`config.mk`:
```
export PLATFORM = sky130hd
export DESIGN_NAME = vid_slew_seq
export DESIGN_NICKNAME = d
export VERILOG_FILES = /design/src/rtl/vid_slew_pkg.sv /design/src/rtl/vss_target_sel.sv /design/src/rtl/vss_ramp.sv /design/src/rtl/vss_mode.sv /design/src/rtl/vid_slew_seq.sv
export SDC_FILE = /design/constraint.sdc
export NUM_CORES = 1
export LEC_CHECK = 0
export BUFFER_PORTS_ARGS = -buffer_cell sky130_fd_sc_hd__buf_2
export CAP_MARGIN = 20
export CORE_AREA = 2 2 69 71
export DETAILED_ROUTE_END_ITERATION = 10
export DIE_AREA = 0 0 71 73
export PLACE_DENSITY = 0.55
export SLEW_MARGIN = 20
export SYNTH_ARGS = -nofsm -noshare
export SYNTH_HDL_FRONTEND = slang
export SYNTH_SLANG_ARGS = --single-unit
```
`constraint.sdc`:
```
create_clock -name clk -period 3.3 [get_ports clk]
set_input_delay 0.165 -clock clk [delete_from_list [all_inputs] [get_ports clk]]
set_output_delay 0.165 -clock clk [all_outputs]
set_load 0.005 [all_outputs]
```
`src/rtl/vid_slew_pkg.sv`:
```
package vid_slew_pkg;
  typedef enum logic [2:0] {
    PH_IDLE  = 3'd0,
    PH_DELAY = 3'd1,
    PH_STEP  = 3'd2,
    PH_TRAIL = 3'd3,
    PH_BLANK = 3'd4
  } phase_e;
endpackage

```
`src/rtl/vss_target_sel.sv`:
```
module vss_target_sel #(
  parameter int CODE_W = 6,
  parameter int SEL_W  = 2
) (
  input  logic              clk,
  input  logic              rst_n,
  input  logic [CODE_W-1:0] vid_code,
  input  logic [SEL_W-1:0]  sel_hi,
  input  logic [SEL_W-1:0]  sel_lo,
  input  logic              suspend,
  output logic [CODE_W-1:0] target,
  output logic              start
);
  localparam int SUS_W = 2 * SEL_W;

  logic [SUS_W-1:0]  sus_raw;
  logic [CODE_W-1:0] sus_code;
  logic [CODE_W-1:0] tgt_prev_q;
  logic              sus_prev_q;

  assign sus_raw  = {sel_hi, sel_lo};
  assign sus_code = CODE_W'(sus_raw);
  assign target   = suspend ? sus_code : vid_code;

  // a fresh transition whenever the target or the suspend level moves
  assign start = (target != tgt_prev_q) || (suspend != sus_prev_q);

  always_ff @(posedge clk) begin
    if (!rst_n) begin
      tgt_prev_q <= target;
      sus_prev_q <= suspend;
    end else begin
      tgt_prev_q <= target;
      sus_prev_q <= suspend;
    end
  end

  // in suspend the target never exceeds the selector range
  a_r1_sus_range: assert property (@(posedge clk) disable iff (!rst_n)
    suspend |-> (target < CODE_W'(1 << SUS_W)));
endmodule

```
`src/rtl/vss_ramp.sv`:
```
module vss_ramp
  import vid_slew_pkg::*;
#(
  parameter int CODE_W      = 6,
  parameter int BLANK_TICKS = 8
) (
  input  logic              clk,
  input  logic              rst_n,
  input  logic              tick,
  input  logic              start,
  input  logic [CODE_W-1:0] target,
  output logic [CODE_W-1:0] dac_code,
  output phase_e            phase
);
  localparam int CNT_W = (BLANK_TICKS > 1) ? $clog2(BLANK_TICKS) : 1;
  localparam logic [CNT_W-1:0] CNT_LAST = CNT_W'(BLANK_TICKS - 1);

  logic [CODE_W-1:0] dac_q, dac_nxt;
  phase_e            ph_q;
  logic [CNT_W-1:0]  cnt_q;
  logic              seen_q;

  always_comb begin
    if (target > dac_q)      dac_nxt = dac_q + CODE_W'(1);
    else if (target < dac_q) dac_nxt = dac_q - CODE_W'(1);
    else                     dac_nxt = dac_q;
  end

  always_ff @(posedge clk) begin
    if (!rst_n) begin
      dac_q  <= target;
      ph_q   <= PH_BLANK;
      cnt_q  <= '0;
      seen_q <= 1'b0;
    end else begin
      seen_q <= 1'b1;
      if (start) begin
        cnt_q <= '0;
        case (ph_q)
          PH_IDLE:            ph_q <= PH_DELAY;
          PH_TRAIL, PH_BLANK: ph_q <= PH_STEP;
          default:            ph_q <= ph_q;
        endcase
      end else if (tick) begin
        case (ph_q)
          PH_DELAY: ph_q <= PH_STEP;
          PH_STEP: begin
            dac_q <= dac_nxt;
            if (dac_nxt == target) ph_q <= PH_TRAIL;
          end
          PH_TRAIL: begin
            ph_q  <= PH_BLANK;
            cnt_q <= '0;
          end
          PH_BLANK: begin
            if (cnt_q == CNT_LAST) ph_q <= PH_IDLE;
            else                   cnt_q <= cnt_q + CNT_W'(1);
          end
          default: ph_q <= ph_q;
        endcase
      end
    end
  end

  assign dac_code = dac_q;
  assign phase    = ph_q;

  // moves only on a strobe and by a single code
  a_r3_unit_step: assert property (@(posedge clk) disable iff (!rst_n)
    (seen_q && (dac_q != $past(dac_q))) |->
      ($past(tick) && ((dac_q == $past(dac_q) + CODE_W'(1)) ||
                       (dac_q + CODE_W'(1) == $past(dac_q)))));

  // the delay phase never steps
  a_r4_delay_hold: assert property (@(posedge clk) disable iff (!rst_n)
    (seen_q && ph_q == PH_DELAY) |=> (dac_q == $past(dac_q)));
endmodule

```
`src/rtl/vss_mode.sv`:
```
module vss_mode
  import vid_slew_pkg::*;
(
  input  phase_e phase,
  input  logic   start,
  input  logic   suspend,
  input  logic   skip_req,
  output logic   pgood_oe,
  output logic   force_pwm
);
  logic idle;

  assign idle      = (phase == PH_IDLE) && !start;
  assign pgood_oe  = idle;
  assign force_pwm = !idle || (!suspend && skip_req);
endmodule

```
`src/rtl/vid_slew_seq.sv`:
```
module vid_slew_seq
  import vid_slew_pkg::*;
#(
  parameter int CODE_W      = 6,
  parameter int SEL_W       = 2,
  parameter int BLANK_TICKS = 8
) (
  input  logic              clk,
  input  logic              rst_n,
  input  logic              slew_tick,
  input  logic [CODE_W-1:0] vid_code,
  input  logic [SEL_W-1:0]  sus_sel_hi,
  input  logic [SEL_W-1:0]  sus_sel_lo,
  input  logic              suspend,
  input  logic              skip_req,
  output logic [CODE_W-1:0] dac_code,
  output logic              pgood_oe,
  output logic              force_pwm
);
  logic [CODE_W-1:0] target;
  logic              start;
  phase_e            phase;

  vss_target_sel #(.CODE_W(CODE_W), .SEL_W(SEL_W)) u_sel (
    .clk(clk), .rst_n(rst_n), .vid_code(vid_code), .sel_hi(sus_sel_hi),
    .sel_lo(sus_sel_lo), .suspend(suspend), .target(target), .start(start)
  );

  vss_ramp #(.CODE_W(CODE_W), .BLANK_TICKS(BLANK_TICKS)) u_ramp (
    .clk(clk), .rst_n(rst_n), .tick(slew_tick), .start(start),
    .target(target), .dac_code(dac_code), .phase(phase)
  );

  vss_mode u_mode (
    .phase(phase), .start(start), .suspend(suspend), .skip_req(skip_req),
    .pgood_oe(pgood_oe), .force_pwm(force_pwm)
  );

  // power-good is only released with the code on target
  a_r6_on_target: assert property (@(posedge clk) disable iff (!rst_n)
    pgood_oe |-> (dac_code == target));

  // a start keeps power-good blanked into the next cycle
  a_r5_blank_next: assert property (@(posedge clk) disable iff (!rst_n)
    start |=> !pgood_oe);

  // blanking always comes with forced PWM
  a_r6_pwm_blank: assert property (@(posedge clk) disable iff (!rst_n)
    !pgood_oe |-> force_pwm);

  // settled in suspend means pulse-skipping
  a_r7_skip_sus: assert property (@(posedge clk) disable iff (!rst_n)
    (pgood_oe && suspend) |-> !force_pwm);
endmodule

```
==> impl_results.md <==
- Setup Skew: 0.00506 ns
- Top Metal Used: met4
- Setup bufs post-CTS: 0
- Flop pwr share: 42.5%
- Via count: 1,281
- Worst VDD drop: 0.000157 V
- Synth Cell Area: 1490 um^2
- Most instantiated library cell after synthesis: nor2_1
- Nets: 218
- Layout Utilization: 38.0%
- Synth Flop Type: dfxtp_1
- Clock share of power: 25.6%
- Clock tree from TritonCTS: built
- Vias in the first global route: 1,265
- Port Buffers: 22
- Crit-path cells: inv_1, ha_1, a21oi_1, a211oi_1, nor3_2, buf_4, mux2i_1, xnor2_1, a2111o_1, o41ai_2
- Num Clock Sinks: 19
- Hold-fix buffers, CTS: 0
- Worst Reg-to-Reg Cells: 10
- Hold Path End: u_ramp.cnt_q[0]
- First-pass GRT wire length: 5890 um
- Number of synthesized flops with an enable pin: 6
- # setup viols final: 0
- CP bufs+invs: 2
- # rows: 25
- Worst stage delay on the critical path: 0.50 ns
- Hold path depth: 2
- Initial antenna violation count: 0
- # IOs: 23
- CP delay by family, top: compound AO/OA/AOI/OAI gates
- Detail Route Antenna Nets: 0
- Root Buffer: clkbuf_8
- Yosys top cell area share: 17.4%
- Max Cap Viol: 0
- Commonest cells post-synth: 15 x nor2_1, 14 x inv_1, 13 x dfxtp_1, 13 x xnor2_1, 10 x a21oi_1
- RSZ-0062 raised after global routing: no
- WL met2: 1710 um
- Power Dens Cells: 393 nW/um^2
- Number of vias per cell: 5.19
- Fillers: 472
- Final Max Tran Viols: 0
- Htree depth: 1
- Reg clk slew, reported paths: 0.08 ns
- Worst setup EP type: flip-flop
- R2R Setup Slk: 0.40 ns
- Highest clock rate: 345 MHz
- Worst-path maximum fanout: 9
- Hold WC Path Type: in2reg
- Psw: 227 uW
- Clk_lat worst skew: 0.27 ns
- Initial Utilization: 32.9%
- Share of post-route cells with drive strength above 1: 22.3%
- Core area: 4540 um^2
- Worst Setup Slack post-DPL: 0.215 ns
- Internal Power: 450 uW
- P&R area growth vs syn: 15.6%
- Setup_tns: 0 ns
- Lkg Pwr: 0.736 nW
- Critical Path AT: 3.08 ns
- Drt first pass iters: 4
- Category of the most critical setup path: reg2reg
- GRT overflow: 0
- Startpoint Class: flip-flop
- Drt drc: 0
- CTS-repair resized insts: 0
- Syn Inst Count: 168
- RD Place Congestion: 0.851
- Asr flop ratio synth: 0%
- Mean Syn Cell Area: 8.89 um^2
- Register area share after synthesis: 29.5%
- Power share of the combinational group: 32.0%
- Initial DRC count: 37
- Synth area leader: dfxtp_1
- Distinct cells, synth: 48
- Met1 WL: 1580 um
- All-Layer GR Usage: 14.7%
- WL met3: 96 um
- Hpwl dp: 2750 um
- Sw Ratio: 33.5%
- Register bit total from synthesis: 19
- Status: finished, final reports clean
- Clock Tree Buf Depth: 2
- Die area: 5180 um^2
- Final hold vios: 0
- Ys Warns: 0
- Drt wl/cell: 14.1 um
- Worst reg2reg startpoint: u_ramp.dac_code[2]
- Period minus WS final: 2.90 ns
- Worst slew pin tran: 0.443 ns
- Fin worst setup slack: 0.404 ns
- Die width: 71 um
- Min-delay src: slew_tick
- Slowest-stage cell, CP: edfxtp_1
- Final worst path period share: 87.8%
- TritonCTS Buffers: 3
- Diode count: 0
- Worst R2R End: u_ramp.phase[0]
- Total wire length: 3470 um
- Top cells by area, synth: dfxtp_1 17%, edfxtp_1 12%, xnor2_1 7.6%
- CP Data Required Time: 3.48 ns
- Die Y: 73 um
- Syn nets: 192
- Slew headroom: 70.1%
- Largest net degree at the start of global routing: 15
[state kept, by name, summed over array words and instances, names as in the netlist]
register and flops:
u_sel.sus_prev_q 1, u_ramp.phase 3, u_ramp.cnt_q 3, u_sel.tgt_prev_q 6, u_ramp.dac_code 6
[per-layer routing]
layer	GRT usage [%]	up-vias
met5	0	-
met4	7.13	0
met3	1.66	7
met2	25.4	26
met1	18.2	594
li1	-	654
[cells by family after synthesis]
| kind of cell | after synthesis | synth area share [%] |
|---|---|---|
| AOI/OAI and AO/OA | 33 | 15.0 |
| DFF | 19 | 29.5 |
| xor gates and xnor gates | 19 | 12.1 |
| muxes | 11 | 8.72 |
| buffers and inverters | 21 | 5.95 |
| and+or+nand+nor | 56 | 21.2 |
| adders and majority gates | 9 | 7.54 |
[placed cells by master (no fill, tap or decap), types with 3 or more instances in the layout]
| cell type | count |
|---|---|
| buf_2 | 22 |
| nor2_1 | 15 |
| inv_1 | 14 |
| xnor2_1 | 13 |
| dfxtp_1 | 13 |
| a21oi_1 | 10 |
| ha_1 | 9 |
| o21ai_0 | 8 |
| nand2_1 | 7 |
| mux2i_1 | 6 |
| nand3_1 | 6 |
| buf_4 | 6 |
| edfxtp_1 | 6 |
| nand2b_1 | 5 |
| xor2_1 | 5 |
| mux2_2 | 3 |
| nor3_1 | 3 |
| o32ai_1 | 3 |
| clkbuf_8 | 3 |
[power by group through the flow]
stage                     Combinational, mW  Clock (mW)  Sequential, mW
after global routing                  0.243       0.190           0.292
after detailed placement              0.217           0           0.293
after floorplan                       0.164           0           0.282
after CTS                             0.218       0.181           0.288
final                                 0.217       0.173           0.288
after global placement                0.218           0           0.294
[layout make-up]
class / instances / area [um^2] / share of cell area (%)
Sequential cell: 19 / 440 / 25.5
Clock inverter: 1 / 5.00 / 0.290
Timing Repair Buffer: 28 / 155 / 8.99
Multi-Input combinational cell: 128 / 963 / 55.8
Inverter: 14 / 52.6 / 3.05
Tap cell: 54 / 67.6 / 3.92
Clock buffer: 3 / 41.3 / 2.39
[through the flow]
step	power (mW)	cells	cell area [um^2]	hold WS, ns
after floorplan	0.446	168	1490	0.193
after global placement	0.512	243	1680	0.470
after detailed placement	0.510	243	1680	0.472
after CTS	0.687	247	1730	0.178
after global routing	0.726	247	1730	0.200
final	0.678	247	1730	0.189
[how the worst max path moves through the flow]
stage	start	end	slack, ns	cells after the start
floorplan	u_ramp.dac_code[3]	u_ramp.phase[0]	0.25	10
global placement	suspend	u_ramp.phase[0]	0.25	13
detailed placement	suspend	u_ramp.phase[0]	0.22	11
CTS	u_ramp.dac_code[2]	u_ramp.phase[0]	0.40	10
global route	u_ramp.dac_code[2]	u_ramp.phase[0]	0.07	10
finish	u_ramp.dac_code[2]	u_ramp.phase[0]	0.40	10
Power figures use the tool's default switching activity.
